===== config.mk =====
export PLATFORM = sky130hd
export DESIGN_NAME = byteq_pair
export DESIGN_NICKNAME = d
export VERILOG_FILES = /design/src/rtl/byteq_pkg.sv /design/src/rtl/byteq_fifo.sv /design/src/rtl/byteq_flush_seq.sv /design/src/rtl/byteq_pair.sv
export SDC_FILE = /design/constraint.sdc
export NUM_CORES = 1
export LEC_CHECK = 0
export BUFFER_PORTS_ARGS = -buffer_cell sky130_fd_sc_hd__buf_2
export CORE_UTILIZATION = 40
export DETAILED_ROUTE_END_ITERATION = 7
export PLACE_DENSITY = 0.67
export SLEW_MARGIN = 15
export SYNTH_ARGS = -nofsm -noshare
export SYNTH_HDL_FRONTEND = slang
export SYNTH_SLANG_ARGS = --single-unit

===== constraint.sdc =====
create_clock -name clk -period 6.5 [get_ports clk]
set_input_delay 1.3 -clock clk [delete_from_list [all_inputs] [get_ports clk]]
set_output_delay 1.3 -clock clk [all_outputs]
set_load 0.01 [all_outputs]

===== src/rtl/byteq_pkg.sv =====
package byteq_pkg;

  localparam int CH_TX = 0;
  localparam int CH_RX = 1;
  localparam int N_CH  = 2;

  // Largest threshold a queue of the given depth accepts.
  function automatic int unsigned thr_ceiling(int unsigned depth);
    return depth / 2 - 1;
  endfunction

  // Programmed threshold limited to the legal range.
  function automatic int unsigned thr_effective(int unsigned prog, int unsigned depth);
    return (prog > thr_ceiling(depth)) ? thr_ceiling(depth) : prog;
  endfunction

endpackage


===== src/rtl/byteq_fifo.sv =====
module byteq_fifo #(
  parameter int DEPTH = 16,
  parameter int W     = 8
) (
  input  logic                       clk,
  input  logic                       rst_n,
  input  logic                       clear,
  input  logic                       push,
  input  logic [W-1:0]               push_data,
  input  logic                       pop,
  output logic [W-1:0]               head_data,
  output logic [$clog2(DEPTH):0]     level,
  output logic                       empty,
  output logic                       full
);
  localparam int AW = $clog2(DEPTH);
  localparam int CW = AW + 1;

  logic [W-1:0]  mem [DEPTH];
  logic [AW-1:0] wr_ptr, rd_ptr;
  logic          push_ok, pop_ok;

  function automatic logic [AW-1:0] bump(input logic [AW-1:0] p);
    return (p == AW'(DEPTH - 1)) ? '0 : p + 1'b1;
  endfunction

  assign empty   = (level == '0);
  assign full    = (level == CW'(DEPTH));
  assign push_ok = push & ~full;
  assign pop_ok  = pop & ~empty;
  assign head_data = empty ? '0 : mem[rd_ptr];

  always_ff @(posedge clk) begin
    if (push_ok) mem[wr_ptr] <= push_data;
  end

  always_ff @(posedge clk or negedge rst_n) begin
    if (!rst_n) begin
      wr_ptr <= '0;
      rd_ptr <= '0;
      level  <= '0;
    end else if (clear) begin
      wr_ptr <= '0;
      rd_ptr <= '0;
      level  <= '0;
    end else begin
      if (push_ok) wr_ptr <= bump(wr_ptr);
      if (pop_ok)  rd_ptr <= bump(rd_ptr);
      case ({push_ok, pop_ok})
        2'b10:   level <= level + 1'b1;
        2'b01:   level <= level - 1'b1;
        default: level <= level;
      endcase
    end
  end

endmodule


===== src/rtl/byteq_flush_seq.sv =====
module byteq_flush_seq #(
  parameter int CYCLES = 4
) (
  input  logic clk,
  input  logic rst_n,
  input  logic req,
  output logic busy,
  output logic done
);
  localparam int SW = $clog2(CYCLES + 1);

  logic [SW-1:0] step;

  assign done = busy && (step == SW'(CYCLES - 1));

  always_ff @(posedge clk or negedge rst_n) begin
    if (!rst_n) begin
      busy <= 1'b0;
      step <= '0;
    end else if (!busy) begin
      step <= '0;
      if (req) busy <= 1'b1;
    end else if (done) begin
      busy <= 1'b0;
      step <= '0;
    end else begin
      step <= step + 1'b1;
    end
  end

endmodule


===== src/rtl/byteq_pair.sv =====
module byteq_pair
  import byteq_pkg::*;
#(
  parameter int DEPTH        = 16,
  parameter int FLUSH_CYCLES = 4
) (
  input  logic                       clk,
  input  logic                       rst_n,
  input  logic                       host_tx_wr,
  input  logic [7:0]                 host_tx_data,
  input  logic                       host_rx_rd,
  output logic [7:0]                 host_rx_data,
  input  logic                       eng_tx_pop,
  output logic [7:0]                 eng_tx_data,
  input  logic                       eng_rx_push,
  input  logic [7:0]                 eng_rx_data,
  input  logic [$clog2(DEPTH)-1:0]   tx_thresh,
  input  logic [$clog2(DEPTH)-1:0]   rx_thresh,
  input  logic                       flush_tx_set,
  input  logic                       flush_rx_set,
  output logic                       flush_tx_busy,
  output logic                       flush_rx_busy,
  output logic                       tx_empty,
  output logic                       tx_full,
  output logic                       tx_nearly_empty,
  output logic                       tx_overrun,
  output logic                       rx_empty,
  output logic                       rx_full,
  output logic                       rx_nearly_full
);
  localparam int TW = $clog2(DEPTH);
  localparam int CW = TW + 1;

  logic [N_CH-1:0] flush_req, flush_busy, flush_done;
  logic [CW-1:0]   tx_level, rx_level;
  logic [TW-1:0]   tx_thr_eff, rx_thr_eff;

  // Named internal events, visible to the bound checker.
  logic tx_push_acc, tx_pop_acc, rx_push_acc, rx_pop_acc;
  logic tx_ovr_evt;
  logic tx_done, rx_done;

  assign flush_req[CH_TX] = flush_tx_set;
  assign flush_req[CH_RX] = flush_rx_set;

  for (genvar c = 0; c < N_CH; c++) begin : g_flush
    byteq_flush_seq #(.CYCLES(FLUSH_CYCLES)) u_seq (
      .clk  (clk),
      .rst_n(rst_n),
      .req  (flush_req[c]),
      .busy (flush_busy[c]),
      .done (flush_done[c])
    );
  end

  assign flush_tx_busy = flush_busy[CH_TX];
  assign flush_rx_busy = flush_busy[CH_RX];
  assign tx_done       = flush_done[CH_TX];
  assign rx_done       = flush_done[CH_RX];

  assign tx_push_acc = host_tx_wr  & ~flush_tx_busy;
  assign tx_pop_acc  = eng_tx_pop  & ~flush_tx_busy;
  assign rx_push_acc = eng_rx_push & ~flush_rx_busy;
  assign rx_pop_acc  = host_rx_rd  & ~flush_rx_busy;

  byteq_fifo #(.DEPTH(DEPTH), .W(8)) u_txq (
    .clk      (clk),
    .rst_n    (rst_n),
    .clear    (tx_done),
    .push     (tx_push_acc),
    .push_data(host_tx_data),
    .pop      (tx_pop_acc),
    .head_data(eng_tx_data),
    .level    (tx_level),
    .empty    (tx_empty),
    .full     (tx_full)
  );

  byteq_fifo #(.DEPTH(DEPTH), .W(8)) u_rxq (
    .clk      (clk),
    .rst_n    (rst_n),
    .clear    (rx_done),
    .push     (rx_push_acc),
    .push_data(eng_rx_data),
    .pop      (rx_pop_acc),
    .head_data(host_rx_data),
    .level    (rx_level),
    .empty    (rx_empty),
    .full     (rx_full)
  );

  assign tx_thr_eff = TW'(thr_effective(32'(tx_thresh), DEPTH));
  assign rx_thr_eff = TW'(thr_effective(32'(rx_thresh), DEPTH));

  assign tx_nearly_empty = (tx_level <= {1'b0, tx_thr_eff});
  assign rx_nearly_full  = (rx_level >= {1'b0, rx_thr_eff});

  assign tx_ovr_evt = tx_push_acc & tx_full;

  always_ff @(posedge clk or negedge rst_n) begin
    if (!rst_n)          tx_overrun <= 1'b0;
    else if (tx_done)    tx_overrun <= 1'b0;
    else if (tx_ovr_evt) tx_overrun <= 1'b1;
  end

endmodule


==> results by group <==
Floorplan
  • Core Region: 30000 µm²
  • # IOs: between 50 and 60
  • Die Y-Extent: 178 µm
  • Rows: 63
  • Die W: around 180 µm
  • Starting Density: roughly two fifths
  • Die area: roughly 32000 µm²

Place
  • Port Buffers: between 50 and 60
  • Hpwl dp: 14.9 mm
  • Post-Place Cell Area: roughly 13000 µm²
  • Placed Cells: 1120
  • Placer Congestion: around 0.77

GRT
  • Pin count of the biggest net entering global routing: 38
  • Gr ovfl total: 0
  • First-pass GRT wire length: between 30 and 40 mm
  • Initial antenna violation count: 0
  • Vias in the first global route: around 6200
  • Total track usage: between 10% and 20%

CTS
  • Worst-path clk slew: about 0.060 ns
  • CTS tree: done
  • Hold-fix buffers, CTS: 0
  • Num CTS Buffers: 31
  • CTS root buf: clkbuf_16
  • Number of clock sinks: 291
  • Skew-Pair Late Insertion Delay: ~0.55 ns
  • CTS-repair resized insts: 0
  • Max Buffers Root-to-Sink: 3
  • Htree depth: 1
  • Post-CTS Setup Inserts: 0

Detailed routing
  • DR WL/cell: a little over 20 µm
  • Vias per Instance: 5.46
  • WL final: 24.1 mm
  • First DRT Iteration DRCs: 550
  • Post-route ant nets: 0
  • Drt pass-1 iters: 5
  • Post-route DRC violation count: 0
  • Via Count: between 6000 and 7000

Power and ir drop
  • Design Power: 0.00533 W
  • Pwr per Cell Area: 380 nW/µm²
  • Pleak: 4.75 nW
  • Worst VDD drop: between 0.0002 and 0.00025 V

Critical path
  • Reg2reg start: u_rxq.level[1]
  • Req. time, crit path: between 5 and 6 ns
  • Critical path arrival: 3.04 ns
  • Most used cell, CP: mux4_2
  • Setup CP Type: flip-flop to primary output
  • CP Cell Sequence: buf_4 -> mux4_2 -> mux4_2 -> nor2b_1 -> buf_2
  • Critical Path Fanout Max: 24
  • Worst stage delay on the critical path: roughly 0.64 ns
  • CP max-delay cell: dfrtp_2
  • Crit start category: flip-flop
  • Critical Path Sink Type: primary output
  • CP Launch Point: u_txq.rd_ptr[0]

Layout
  • Fin util: 46.7%
  • Ant. Diodes: 0
  • Final non-filler cell total: between 1000 and 1500
  • P&R area growth vs syn: 13.5%
  • Fin area: 14000 µm²
  • Final net count: roughly 800
  • Layout cells sized above 1: roughly a quarter

Yosys
  • Primary FF master, synth: edfxtp_1
  • Mapped Nets: 760
  • FFs w/ async S/R, synth: 12.0%
  • Cells after Synth: 707
  • Number of synthesized flops with an enable pin: about 260
  • Post-Syn Area: 12400 µm²
  • Synth warn: 0
  • Yosys reg bits: 291
  • Count of cell types in the netlist: 46
  • Sequential share of the synthesized area: between 60 and 70%
  • Synth Area per Inst: 17.5 µm²

Run status
  • Status: finished, final reports clean

Timing
  • Final Hold Viols: 0
  • Max-slew violation count: 0
  • RSZ-0062 raised after global routing: false
  • Worst slew margin: 25.2%
  • Clock skew: around 0.014 ns
  • Fmax: around 230 MHz
  • Worst Tran Pin Value: ~1.1 ns
  • Setup violators final: 0
  • Post-route clock period utilization: around 67%
  • Min Tclk post-route: 4.34 ns
  • Total Neg Setup Slack: 0 ns

Min path
  • Hold Startpoint: g_flush[0].u_seq.step[0]
  • Worst hold path type: flip-flop to flip-flop

Run
  • Max_cap viols: 0
[state kept, by name, indices dropped and copies added, names as in the netlist]
register / flops
u_rxq.mem: 128
u_txq.mem: 128
g_flush.u_seq.step: 6
u_rxq.level: 5
u_txq.level: 5
u_rxq.rd_ptr: 4
u_rxq.wr_ptr: 4
u_txq.rd_ptr: 4
u_txq.wr_ptr: 4
g_flush.u_seq.busy: 2
tx_overrun: 1
[layer usage]
metal  track usage, %  wire (µm)
met3             2.76       1420
met2             24.6      11500
met5                0          0
met4             3.67        359
met1             22.4      10800
[worst paths after layout]
| kind | endpoint | slack (ns) | cells past startpoint |
|---|---|---|---|
| worst max-delay path | eng_tx_data[3] | 2.16 | 5 |
| min in group asynchronous | u_txq.level[3] | 0.89 | 1 |
| worst max register to register | u_rxq.mem[8][1] | 3.90 | 5 |
| max in group asynchronous | u_rxq.rd_ptr[0] | 4.97 | 1 |
| worst min register to register | g_flush[0].u_seq.step[0] | 0.43 | 1 |
| worst min-delay path | g_flush[0].u_seq.step[0] | 0.43 | 1 |
[cells in the mapped netlist (all sizes together) (3+ instances only)]
cell type	instances	share of area, %
a311oi	3	0.21
edfxtp	256	62
ha	21	2.1
buf	18	0.89
inv	15	0.46
o22ai	4	0.20
a21oi	22	0.89
nand2b	12	0.61
mux4	72	13
nor2b	20	1.0
nor3	5	0.20
nor2	37	1.1
dfrtp	35	7.1
a31oi	5	0.25
nand3	11	0.49
xor2	4	0.28
clkbuf	22	0.67
and3	10	0.51
mux2i	16	1.3
xnor2	4	0.28
a21o	3	0.18
and2	16	0.81
a211oi	17	1.0
nor4	4	0.20
o21ai	11	0.45
a41oi	3	0.21
o21a	3	0.18
nand2	30	0.91
and4	6	0.43
or2	6	0.30
[metrics by stage]
step | setup WS, ns | hold WS [ns]
floorplan | 2.90 | 0.407
global placement | 2.72 | 0.418
detailed placement | 2.68 | 0.424
CTS | 2.07 | 0.432
global route | 1.95 | 0.454
finish | 2.16 | 0.434
[cells by family (layout without fill, tap and decap cells)]
| group | Yosys count | in the layout | synth area share, % |
|---|---|---|---|
| buffers and inverters | 55 | 135 | 2.01 |
| multiplexers | 88 | 88 | 14.4 |
| XOR/XNOR | 8 | 8 | 0.567 |
| AND/OR/NAND/NOR | 163 | 163 | 7.02 |
| adder cells (fa/ha/maj) | 21 | 21 | 2.13 |
| other | 1 | 1 | 0.0303 |
| flip-flops | 291 | 291 | 69.3 |
| AO/OA/AOI/OAI | 80 | 80 | 4.53 |
[final cells by class]
| type | instances | area (µm²) |
|---|---|---|
| fillers | 2507 | 16000 |
| inverters | 15 | 56.3 |
| clock inverters | 18 | 228 |
| clock buffers | 39 | 806 |
| well taps | 390 | 488 |
| repair buffers | 63 | 333 |
| flip-flops and latches | 291 | 8570 |
| multi-input cells | 361 | 3550 |
[where the power goes]
| part | internal, W | switching, W | total [W] |
|---|---|---|---|
| registers | 0.00213 | 0.000156 | 0.00229 |
| logic | 0.000591 | 0.000682 | 0.00127 |
| clock network | 0.00105 | 0.000721 | 0.00177 |
| total | 0.00377 | 0.00156 | 0.00533 |
[worst max-delay path: cells and delay by family, from the launching register on]
kind	cells	cell delay (ns)
buffers and inverters	2	0.62
flip-flops	1	0.64
multiplexers	2	1.07
AND/OR/NAND/NOR	1	0.15
[cells in the final DEF (no fill, tap or decap), drive strengths merged, types with 5 or more instances in the layout]
master,n
a211oi,17
a21oi,22
a31oi,5
and2,16
and3,10
and4,6
buf,63
clkbuf,39
clkinv,8
dfrtp,35
edfxtp,256
ha,21
inv,18
mux2i,16
mux4,72
nand2,30
nand2b,12
nand3,11
nor2,37
nor2b,20
nor3,5
o21ai,11
or2,6
Note: power is estimated with default switching activity, not from simulation.
